`src/rtl/smi_pkg.sv`:
```
package smi_pkg;
  localparam int unsigned BYTE_W = 8;

  // byte selector in rd_addr[1:0]
  typedef enum logic [1:0] {
    SEL_TOP  = 2'b00,
    SEL_PIN  = 2'b01,
    SEL_TMR  = 2'b10,
    SEL_NONE = 2'b11
  } byte_sel_e;
endpackage

```
`src/rtl/smi_pin_edge.sv`:
```
module smi_pin_edge #(
  parameter int unsigned STAGES = 2
) (
  input  logic clk,
  input  logic rst_n,
  input  logic pin_i,
  output logic edge_o
);
  logic [STAGES-1:0] sync_q, sync_d;
  logic              prev_q, prev_d;

  always_comb begin
    sync_d = {sync_q[STAGES-2:0], pin_i};
    prev_d = sync_q[STAGES-1];
  end

  always_ff @(posedge clk or negedge rst_n) begin
    if (!rst_n) begin
      sync_q <= '0;
      prev_q <= 1'b0;
    end else begin
      sync_q <= sync_d;
      prev_q <= prev_d;
    end
  end

  // either direction of change
  assign edge_o = sync_q[STAGES-1] ^ prev_q;
endmodule

```
`src/rtl/smi_sticky.sv`:
```
module smi_sticky #(
  parameter int unsigned W = 3
) (
  input  logic         clk,
  input  logic         rst_n,
  input  logic [W-1:0] set_i,
  input  logic         clr_i,
  output logic [W-1:0] q_o
);
  logic [W-1:0] q_q, q_d;

  // a set in the clear cycle wins
  always_comb begin
    q_d = q_q;
    if (clr_i) q_d = '0;
    q_d = q_d | set_i;
  end

  always_ff @(posedge clk or negedge rst_n) begin
    if (!rst_n) q_q <= '0;
    else        q_q <= q_d;
  end

  assign q_o = q_q;
endmodule

```
`src/rtl/smi_rd_mux.sv`:
```
module smi_rd_mux
  import smi_pkg::*;
#(
  parameter int unsigned NUM_PINS = 3,
  parameter int unsigned NUM_TMR  = 3,
  parameter int unsigned TMR_LSB  = 5
) (
  input  logic [1:0]          sel_i,
  input  logic [NUM_PINS-1:0] pin_stat_i,
  input  logic [NUM_TMR-1:0]  tmr_stat_i,
  input  logic                top_i,
  output logic [BYTE_W-1:0]   data_o
);
  always_comb begin
    data_o = '0;
    unique case (byte_sel_e'(sel_i))
      SEL_TOP:  data_o[0] = top_i;
      SEL_PIN:  data_o[NUM_PINS-1:0] = pin_stat_i;
      SEL_TMR:  data_o[TMR_LSB +: NUM_TMR] = tmr_stat_i;
      default:  data_o = '0;
    endcase
  end
endmodule

```
`src/rtl/smi_status_agg.sv`:
```
module smi_status_agg
  import smi_pkg::*;
#(
  parameter int unsigned NUM_PINS    = 3,
  parameter int unsigned NUM_TMR     = 3,
  parameter int unsigned PIN_EN_LSB  = 4,
  parameter int unsigned TMR_LSB     = 5,
  parameter int unsigned SYNC_STAGES = 2
) (
  input  logic                clk,
  input  logic                rst_n,
  input  logic [NUM_PINS-1:0] pin_in,
  input  logic [7:0]          pin_ctrl,
  input  logic [NUM_TMR-1:0]  tmr_expire,
  input  logic [7:0]          tmr_ctrl,
  input  logic                rd_en,
  input  logic [2:0]          rd_addr,
  output logic [7:0]          rd_data,
  output logic                smi_o
);
  localparam logic [7:0] PIN_USED = 8'(((1 << NUM_PINS) - 1) | (((1 << NUM_PINS) - 1) << PIN_EN_LSB));
  localparam logic [7:0] TMR_USED = 8'(((1 << NUM_TMR) - 1) << TMR_LSB);

  // reset: asynchronous assert, synchronous release
  logic [1:0] rst_pipe_q;
  logic       rst_int_n;
  always_ff @(posedge clk or negedge rst_n) begin
    if (!rst_n) rst_pipe_q <= 2'b00;
    else        rst_pipe_q <= {rst_pipe_q[0], 1'b1};
  end
  assign rst_int_n = rst_pipe_q[1];

  // pin path
  logic [NUM_PINS-1:0] pin_edge;
  logic [NUM_PINS-1:0] pin_evt;
  for (genvar i = 0; i < NUM_PINS; i++) begin : g_pin
    smi_pin_edge #(.STAGES(SYNC_STAGES)) u_edge (
      .clk    (clk),
      .rst_n  (rst_int_n),
      .pin_i  (pin_in[i]),
      .edge_o (pin_edge[i])
    );
    assign pin_evt[i] = pin_edge[i] & ~pin_ctrl[i] & pin_ctrl[PIN_EN_LSB + i];
  end

  // timer path
  logic [NUM_TMR-1:0] tmr_evt;
  assign tmr_evt = tmr_expire & tmr_ctrl[TMR_LSB +: NUM_TMR];

  // bits the block does not decode
  logic unused_ctrl;
  assign unused_ctrl = ^{pin_ctrl & ~PIN_USED, tmr_ctrl & ~TMR_USED};

  // read decode
  logic clr_pin, clr_tmr;
  always_comb begin
    clr_pin = rd_en & rd_addr[2] & (byte_sel_e'(rd_addr[1:0]) == SEL_PIN);
    clr_tmr = rd_en & rd_addr[2] & (byte_sel_e'(rd_addr[1:0]) == SEL_TMR);
  end

  // second level
  logic [NUM_PINS-1:0] stat1_q;
  logic [NUM_TMR-1:0]  stat2_q;

  smi_sticky #(.W(NUM_PINS)) u_stat_pin (
    .clk   (clk),
    .rst_n (rst_int_n),
    .set_i (pin_evt),
    .clr_i (clr_pin),
    .q_o   (stat1_q)
  );

  smi_sticky #(.W(NUM_TMR)) u_stat_tmr (
    .clk   (clk),
    .rst_n (rst_int_n),
    .set_i (tmr_evt),
    .clr_i (clr_tmr),
    .q_o   (stat2_q)
  );

  // top level
  logic top_q, top_d;
  always_comb begin
    top_d = top_q;
    if (clr_pin && (stat2_q == '0)) top_d = 1'b0;
    if (clr_tmr && (stat1_q == '0)) top_d = 1'b0;
    if ((|pin_evt) || (|tmr_evt))   top_d = 1'b1;
  end

  always_ff @(posedge clk or negedge rst_int_n) begin
    if (!rst_int_n) top_q <= 1'b0;
    else            top_q <= top_d;
  end

  smi_rd_mux #(
    .NUM_PINS (NUM_PINS),
    .NUM_TMR  (NUM_TMR),
    .TMR_LSB  (TMR_LSB)
  ) u_mux (
    .sel_i      (rd_addr[1:0]),
    .pin_stat_i (stat1_q),
    .tmr_stat_i (stat2_q),
    .top_i      (top_q),
    .data_o     (rd_data)
  );

  assign smi_o = top_q;
endmodule

```
`config.mk`:
```
export PLATFORM = sky130hd
export DESIGN_NAME = smi_status_agg
export DESIGN_NICKNAME = d
export VERILOG_FILES = /design/src/rtl/smi_pkg.sv /design/src/rtl/smi_pin_edge.sv /design/src/rtl/smi_sticky.sv /design/src/rtl/smi_rd_mux.sv /design/src/rtl/smi_status_agg.sv
export SDC_FILE = /design/constraint.sdc
export NUM_CORES = 1
export LEC_CHECK = 0
export BUFFER_PORTS_ARGS = -buffer_cell sky130_fd_sc_hd__buf_4
export CORE_AREA = 2 2 45 51
export DETAILED_ROUTE_END_ITERATION = 7
export DIE_AREA = 0 0 47 53
export PLACE_DENSITY = 0.73
export SYNTH_ARGS = -nofsm -noshare
export SYNTH_HDL_FRONTEND = slang
export SYNTH_SLANG_ARGS = --single-unit
```
`constraint.sdc`:
```
create_clock -name clk -period 0.8 [get_ports clk]
set_clock_uncertainty 0.15 [all_clocks]
set_input_delay 0.16 -clock clk [delete_from_list [all_inputs] [get_ports clk]]
set_output_delay 0.16 -clock clk [all_outputs]
set_load 0.05 [all_outputs]
```
# --- Yosys cells after proc, flatten, opt, wreduce, memory -nomap -nowiden ---
# Cells that the tools add are included.
op_classes:
  addsub: 0
  multipliers: 0
  n_div: 0
  magnitude_cmp: 0
  eq_ne: 2
  shift: 0
  n_mux: 8
  n_bitwise: 18
  reduce_logical: 9
ops:
  columns: ["cell", "count"]
  rows:
  - ["AND 1 bit", 9]
  - ["two-way mux 3 bit", 3]
  - ["logical NOT 3 bit", 2]
  - ["bitwise OR 3 bit", 2]
  - ["OR reduction 3 bit", 2]
  - ["AND 3 bit", 1]
  - ["two-way mux 1 bit", 3]
  - ["NOT 1 bit", 3]
  - ["nonzero test 3 bit", 1]
  - ["XOR 1 bit", 3]
  - ["== test 2 x 1 -> 1 bit, second input constant", 1]
  - ["== test 2 bit, second input constant", 1]
  - ["logical AND 1 bit", 2]
  - ["logical NOT 2 bit", 1]
  - ["two-way mux 2 bit", 1]
  - ["one-hot mux 1 bit (2 select lines)", 1]
  - ["logical OR 1 bit", 1]
totals:
  regBits: 18
  latchBits: 0
  ramBits: 0
  rom_bits: 0
  input_bits: 28
  memories: 0

# --- Longest topological paths before layout ---
# Gate-level depths: netlist of the first run.
logic_depth:
  depth_word: 6
  mapped_depth: 3
  mapped_depth_nobuf: 3

# --- Hierarchy ---
# Synthesis of the first run repeated with hierarchy kept, for this count alone.
hier_totals:
  hier_cells: 58
  hier_area_um2: 743.2
by_module_without_submodules:
  columns: ["module", "n_inst", "cells_per_inst", "area_each_um2"]
  rows:
  - ["smi_pin_edge", 3, 4, 83.8]
  - ["smi_status_agg", 1, 21, 209.0]
  - ["smi_sticky", 2, 7, 101.3]
  - ["smi_rd_mux", 1, 11, 80.1]

# --- Worst setup path after synthesis of the first run ---
# OpenSTA, ideal clock, no wires.
synth_timing:
  path_kind: "reg2out"
  start: "register top_q (netlist: smi_o)"
  end: "output port rd_data[0]"
  t_arrival_ns: 1.430
  setup_slack_ns: -0.940
  stages_incl_launch_ff: 3
  cell_sequence: "dfrtp_1 mux2i_1 nor2_1"
synth_between:
  elab_chain_len: 1
synth_lines:
  columns: ["item", "line_no", "source"]
  rows:
  - ["start, declared", "smi_status_agg.sv:82", "logic top_q, top_d;"]
  - ["start signal, assigned", "smi_status_agg.sv:92", "else top_q <= top_d;"]
  - ["one-hot mux 1 bit (2 select lines)", "smi_rd_mux.sv:16", "unique case (byte_sel_e'(sel_i))"]
  - ["end, declared", "smi_status_agg.sv:18", "output logic [7:0] rd_data,"]
# No other way between the ends.

# --- Worst setup path in the final report of the first run ---
# Same ends and word-level chain as after synthesis.

==> metrics.txt, run 1 <==
status finished, violations left; failing checks hold timing, setup timing; Cell Pwr Density approximately 1700 nW/um^2; mean post-synth cell area ~14 sq um; Ports 37; total wire length 1481 microns; clock-pin slew on the worst setup and hold paths 0.10 ns; area growth from synthesis to layout 71.97%; commonest cells after routing, fill and taps aside buf_4, dfrtp_1, buf_6, a22o_1, dlygate4sd3_1; Tcrit/Tclk final 1.740; grt ovf 0; Sequential Power Share 0.472; GRT Overall Usage 0.1466; Initial Util 0.3696; layout cells sized above 1 0.5800; combinational share of power 0.273; final hold violation count 4; leakage power total 0.6160 nW; Num CTS Buffers 3; Post-DRT Antenna Nets 0; Final Critical Period roughly 1.4 ns; Post-Synthesis Cells 50; vias per inst slightly below 5; WP data arrival between 1 and 1.5 ns; placer's final routability congestion estimate between 0.6 and 0.7; initial antenna violation count 0; Slew Limit Fails 0; Synth Warn # 0; fillers 154; Cell Area, Synth 723.2 sq um; core footprint roughly 2000 sq um; WS Path Type flip-flop to primary output; CP Max Fanout 2; peak supply drop around 1.3 mV; Clock Tree Root clkbuf_4; via count of the first global-routing pass approximately 600; switching share of power 0.2726; hold slack -0.06132 ns; critical path endpoint category primary output; #FFs+latches synth 18; synth unique cells 20; DR vias 622; CTS tree done; Skew-Pair Late Insertion Delay about 0.29 ns; CP Launch Type flip-flop; FP Rows 17; die extent in x between 40 and 50 microns; Hold/Removal Path Class primary input to flip-flop; Final nets between 100 and 150; die area 2491 sq um; P_sw around 0.00059 W; RSZ-0062 raised after global routing true; IO buf count 27; Clock H-tree levels 1; CTS Sinks 18; setup TNS -5.574 ns; clk buf depth 2; Seq/Total Area, Yosys 0.6228; pin count of the biggest net entering global routing 11; Int Power 0.001576 W; first-pass GRT wire length 2532 microns; hold_buf cts 4; setup ws final -0.5919 ns; antenna fix cells 0; first-pass iteration count of the detailed router 4; max-cap viol count 0; critical path required time a little under 0.5 ns; Max Clock Freq slightly above 700 MHz; initial DRC count 8; post-DP HPWL about 1100 microns; mean routed wirelength per cell roughly 12 microns; # setup viols final 14; Chip Height ~53 microns; total power draw between 0.002 and 0.0025 W; commonest non-fill, non-tap cell in the layout buf_4; Clock power frac 0.254; DRC 0
-- critical path, cell delays in order, from the launching register on --
cell and delay, ns:
dfrtp_2 0.43, mux2i_4 0.17, nor2_4 0.04, buf_6 0.14
-- power groups by stage --
stage	registers (W)	clock network (W)	logic [W]
finish	0.00102	0.000551	0.000592
global route	0.00103	0.000619	0.000630
CTS	0.00102	0.000560	0.000569
detailed placement	0.00105	0	0.000446
global placement	0.00105	0	0.000437
floorplan	0.00105	0	0.000229
-- final cells by class --
| class | instances | area (sq um) | area share |
|---|---|---|---|
| multi-input cells | 30 | 305.3 | 0.2455 |
| inverters | 1 | 3.754 | 0.003018 |
| well taps | 28 | 35.03 | 0.02817 |
| clock buffers | 4 | 36.28 | 0.02918 |
| repair buffers | 47 | 411.6 | 0.3310 |
| flip-flops and latches | 18 | 451.7 | 0.3632 |
-- sequential cells by signal (all words and copies together), names as in the netlist --
| register | count |
|---|---|
| smi_o | 1 |
| g_pin.u_edge.sync_q | 6 |
| u_stat_pin.q_o | 3 |
| g_pin.u_edge.prev_q | 3 |
| rst_pipe_q | 2 |
| u_stat_tmr.q_o | 3 |
-- kinds of logic (layout without fill, tap and decap cells) --
| logic type | count (synthesis) | in the layout | share of synthesized area |
|---|---|---|---|
| AOI/OAI and AO/OA | 11 | 11 | 0.1436 |
| xor gates and xnor gates | 3 | 3 | 0.03634 |
| buffers and inverters | 3 | 52 | 0.02594 |
| DFF | 18 | 18 | 0.6228 |
| muxes | 1 | 1 | 0.01384 |
| other | 2 | 3 | 0.01038 |
| and+or+nand+nor | 12 | 12 | 0.1471 |
-- stage by stage --
step / setup WS [ns] / cell area (sq um) / cells / util / hold WS [ns]
after floorplan: -0.4670 / 743.2 / 51 / - / -0.2856
after global placement: -0.4116 / 1041 / 114 / 0.5320 / -0.2067
after detailed placement: -0.4199 / 1041 / 114 / 0.5320 / -0.2046
after CTS: -0.6195 / 1211 / 128 / 0.6189 / -0.06056
after global routing: -0.6466 / 1244 / 128 / 0.6356 / -0.07447
final: -0.5919 / 1244 / 128 / 0.6356 / -0.06132
-- path summary, 6_finish.rpt --
kind / start / end / slack [ns] / depth (start not counted)
worst max-delay path: smi_o / rd_data[0] / -0.59 / 3
worst min register to register: rst_pipe_q[1] / g_pin[0].u_edge.prev_q / 0.02 / 1
worst min-delay path: tmr_ctrl[6] / u_stat_tmr.q_o[1] / -0.06 / 2
max in group asynchronous: rst_pipe_q[1] / g_pin[1].u_edge.sync_q[1] / 0.33 / 1
min in group asynchronous: rst_pipe_q[1] / g_pin[0].u_edge.prev_q / 0.02 / 1
worst max register to register: u_stat_pin.q_o[1] / smi_o / -0.43 / 3
-- cells in the mapped netlist (all sizes together) --
cell type	number	area, sq um
and3b	2	20.02
nor2b	3	18.77
a22o	5	43.79
o41ai	1	16.27
mux2i	1	10.01
buf	2	15.01
a21boi	1	7.510
conb	2	7.510
a222oi	1	10.01
inv	1	3.750
and2	3	18.77
xor2	3	26.28
nand4b	2	32.53
nor4	1	12.51
o211ai	1	7.510
a32o	1	10.01
a32oi	1	8.760
nor2	1	3.750
dfrtp	18	450.4
-- timing repair --
action / CTS / global route
resized for setup: 13 / 5
endpoints found under the hold margin: 9 / 4
endpoints found under the setup margin: 14 / 14
pin swaps: 1 / 2
buffers inserted: 6 / 1
-- layer usage --
metal / global-route usage / vias to the layer above / wire length (microns)
li1: - / 284 / -
met1: 0.1597 / 318 / 550
met2: 0.2603 / 18 / 852
met3: 0.03072 / 2 / 59
met4: 0.06944 / 0 / 19
met5: 0 / - / 0
No activity file was read; power rests on OpenSTA's default activity.
==> run 2, diff against run 1 <==
- SETUP_SLACK_MARGIN: unset -> 0.15
==> metrics.txt, run 2 (same netlist as run 1, synthesis figures left out) <==
status finished, violations left; failing checks hold timing, setup timing; first-pass iteration count of the detailed router 4; critical path required time approximately 0.5 ns; commonest cells after routing, fill and taps aside buf_4, dfrtp_1, buf_6, a22o_1; non-filler cells in the finished layout 122; combinational share of power 0.267; FP Rows 17; Int Power 0.001574 W; final hold violation count 6; Post-DRT Antenna Nets 0; area growth from synthesis to layout 65.05%; core footprint slightly below 2000 sq um; vias per inst 4.623; placer's final routability congestion estimate a little under 0.7; Hold/Removal Path Class primary input to flip-flop; max-cap viol count 0; P_sw ~0.00057 W; pin count of the biggest net entering global routing 17; leakage power total around 0.58 nW; first-pass GRT wire length about 2400 microns; hold slack -0.1731 ns; initial DRC count 9; grt ovf 0; RSZ-0062 raised after global routing true; Final Critical Period 1.385 ns; M2 GR Usage 0.2352; Initial Util 0.3696; M1 GR Usage 0.1656; via count of the first global-routing pass ~560; # setup viols final 14; layout cells sized above 1 0.5957; Tcrit/Tclk final 1.731; mean routed wirelength per cell between 10 and 15 microns; CP Launch Type flip-flop; Cell Pwr Density 1799 nW/um^2; setup ws final -0.5848 ns; antenna fix cells 0; WS Path Type flip-flop to primary output; GRT Overall Usage 0.1366; clock-pin slew on the worst setup and hold paths ~0.10 ns; Sequential Power Share 0.484; commonest non-fill, non-tap cell in the layout buf_4; CTS tree done; placed instance count 111; peak supply drop 1.275 mV; DRC 0; Clock Tree Root clkbuf_4; CP Max Fanout 2; Num CTS Buffers 3; Max Clock Freq about 720 MHz; WP data arrival approximately 1.1 ns; hold_buf cts 1; Chip Height about 53 microns; total wire length ~1500 microns; clk buf depth 2; CTS Sinks 18; die extent in x between 40 and 50 microns; Largest register FFs 6; Slew Limit Fails 0; DR vias approximately 560; most flop-heavy register g_pin.u_edge.sync_q; Clock H-tree levels 1; met3 usage 0.03072; total power draw 0.002147 W; Clock power frac 0.249; Final nets 123; Skew-Pair Late Insertion Delay 0.28 ns; switching share of power 0.2669; Top Usage Layer GRT met2; IO buf count 27; worst slack, placed -0.4422 ns; critical path endpoint category primary output; Ports 37; die area between 2000 and 2500 sq um; initial antenna violation count 0
-- run 2: changes by cell type in the layout (fill, tap and decap cells not counted) --
| cell | previous run | this run |
|---|---|---|
| dlygate4sd3_1 | 4 | 1 |
| nor4_2 | 0 | 1 |
| dfrtp_4 | 0 | 1 |
| buf_4 | 31 | 26 |
| nor4_4 | 1 | 0 |
| buf_6 | 11 | 13 |
| dfrtp_1 | 17 | 16 |
-- run 2: routing by layer --
| layer | wire length (microns) | up-vias |
|---|---|---|
| met5 | 0 | - |
| met4 | 0 | 0 |
| met3 | 57 | 0 |
| met2 | 850 | 15 |
| met1 | 565 | 279 |
| li1 | - | 270 |
-- run 2: final cells by class --
cell class | count | area, sq um
multi-input cells | 30 | 296.5
well taps | 28 | 35.03
inverters | 1 | 3.754
repair buffers | 41 | 366.6
fillers | 169 | 763.2
clock buffers | 4 | 36.28
flip-flops and latches | 18 | 455.4
-- run 2: worst max-delay path, stage by stage (launching register included) --
cell and delay [ns]:
dfrtp_1 0.42, mux2i_4 0.18, nor2_4 0.04, buf_6 0.15
-- run 2: repair_timing --
| item | in CTS | in global routing |
|---|---|---|
| setup buffers | 5 | 1 |
| pin swaps | 1 | 0 |
| gates resized for setup | 17 | 2 |
| hold endpoints to repair | 9 | 7 |
| setup endpoints to repair | 17 | 18 |
-- run 2: power by group through the flow --
| stage | Combinational [W] | Clock [W] | Sequential, W |
|---|---|---|---|
| finish | 0.000573 | 0.000534 | 0.00104 |
| global route | 0.000609 | 0.000610 | 0.00105 |
| CTS | 0.000559 | 0.000554 | 0.00104 |
| detailed placement | 0.000416 | 0 | 0.00106 |
| global placement | 0.000409 | 0 | 0.00106 |
| floorplan | 0.000229 | 0 | 0.00105 |
-- run 2: worst paths after layout --
path	cells past startpoint	start	slack (ns)	endpoint
min in group asynchronous	0	rst_pipe_q[1]	0.03	g_pin[0].u_edge.sync_q[1]
worst min-delay path	1	pin_in[0]	-0.17	g_pin[0].u_edge.sync_q[0]
worst max register to register	4	u_stat_pin.q_o[0]	-0.49	smi_o
max in group asynchronous	0	rst_pipe_q[1]	0.27	smi_o
worst max-delay path	3	u_stat_pin.q_o[0]	-0.58	rd_data[0]
worst min register to register	0	rst_pipe_q[1]	0.03	g_pin[0].u_edge.sync_q[1]
-- run 2: through the flow --
step,area (sq um),TNS (ns),util
final,1194,-5.643,0.6100
after global routing,1194,-6.230,0.6100
after CTS,1180,-5.511,0.6029
after detailed placement,1020,-4.570,0.5211
after global placement,1020,-4.450,0.5211
after floorplan,744.5,-2.046,-
==> run 3, diff against run 2 <==
- SKIP_CTS_REPAIR_TIMING: unset -> 1
==> metrics.txt, run 3 (same netlist as run 1, synthesis figures left out) <==
vias per inst around 4.6; DRC 0; fin util 0.6061; first-pass iteration count of the detailed router 4; Num CTS Buffers 3; via count of the first global-routing pass between 500 and 600; antenna fix cells 0; initial antenna violation count 0; CP Max Fanout 2; # setup viols final 14; Hold Crit Endpoint g_pin[0].u_edge.sync_q[0]; Worst Hold Depth 1; core footprint about 2000 sq um; Hold/Removal Path Class primary input to flip-flop; most flop-heavy register g_pin.u_edge.sync_q; Clock Tree Root clkbuf_4; layout cells sized above 1 0.6000; max-cap viol count 0; grt ovf 0; Largest register FFs 6; final hold violation count 6; setup ws final -0.5878 ns; Ports 37; CTS tree done; commonest cells after routing, fill and taps aside buf_4, dfrtp_1, buf_6, a22o_1; Reg2Reg Setup Slack -0.49 ns; critical path endpoint category primary output; die extent in x 47 microns; Slew Limit Fails 0; Clock H-tree levels 1; hold slack -0.1723 ns; Skew-Pair Late Insertion Delay roughly 0.28 ns; leakage power total between 0.5 and 0.6 nW; Initial Util 0.3696; CP Launch Type flip-flop; commonest non-fill, non-tap cell in the layout buf_4; fillers 174; DR vias about 570; Area after DPL approximately 1000 sq um; status finished, violations left; RSZ-0062 raised after global routing true; WP data arrival between 1 and 1.5 ns; mean routed wirelength per cell about 12 microns; first-pass GRT wire length between 2000 and 2500 microns; IO buf count 27; clk buf depth 2; FP Rows 17; die area between 2000 and 2500 sq um; FF-to-FF Start u_stat_pin.q_o[0]; Cell Pwr Density roughly 1800 nW/um^2; CTS Sinks 18; clock-pin slew on the worst setup and hold paths 0.10 ns; Design Area, Final ~1200 sq um; GRT Overall Usage 0.1206; pin count of the biggest net entering global routing 17; FF/Latch Area around 460 sq um; Chip Height about 53 microns; Post-DRT Antenna Nets 0; Max Clock Freq just over 700 MHz; WS Path Type flip-flop to primary output; failing checks hold timing, setup timing; hold_sp pin_in[0]; Tcrit/Tclk final 1.735; Final Critical Period 1.388 ns; Critical R2R Capture smi_o; critical path required time 0.49 ns; placer's final routability congestion estimate roughly 0.69; initial DRC count 4; area growth from synthesis to layout 64.01%; area of the multi-input gates 296.5 sq um; total wire length between 1000 and 1500 microns; Final nets between 100 and 150; worst slack, placed -0.4422 ns; worst reg-to-reg path cell count 4; peak supply drop roughly 1.2 mV
run 3: changes by cell type in the layout (fill, tap and decap cells not counted):
cell   before  now
buf_8       1    2
buf_4      26   32
buf_6      13    7
run 3: critical path: stages (launching register included):
cell and delay, ns:
dfrtp_1 0.43, mux2i_4 0.18, nor2_4 0.04, buf_6 0.15
run 3: how the worst max path moves through the flow:
stage,from,to,slack [ns],depth (start not counted)
final,u_stat_pin.q_o[0],rd_data[0],-0.59,3
after global placement,rd_addr[0],smi_o,-0.42,4
after CTS,smi_o,rd_data[0],-0.70,3
after detailed placement,rd_addr[0],smi_o,-0.44,4
after floorplan,smi_o,rd_data[0],-0.47,2
after global routing,u_stat_pin.q_o[0],rd_data[0],-0.65,3
run 3: final cells by class:
class                           count  area share
Sequential cell                    18      0.3840
Tap cell                           28     0.02954
Multi-Input combinational cell     30      0.2500
Inverter                            1    0.003165
Clock buffer                        4     0.03059
Timing Repair Buffer               42      0.3027
run 3: power by group:
group | internal (W) | switching [W]
combinational | 0.000308 | 0.000254
clock | 0.000277 | 0.000257
sequential | 0.000982 | 0.0000582
run 3: through the flow:
step                      setup TNS, ns  power, W  std cells
after global routing             -6.098  0.002251        123
final                            -5.514  0.002136        123
after floorplan                  -2.046  0.001281         51
after global placement           -4.450  0.001471        111
after CTS                        -5.625  0.002018        115
after detailed placement         -4.570  0.001481        111
run 3: metal layers:
metal	vias to the layer above	GRT usage	share of wire	wire length (microns)
li1	271	-	-	-
met1	279	0.1416	0.37	539
met2	15	0.2078	0.59	844
met3	0	0.03072	0.041	59
met4	0	0.04167	0	0
met5	-	0	0	0
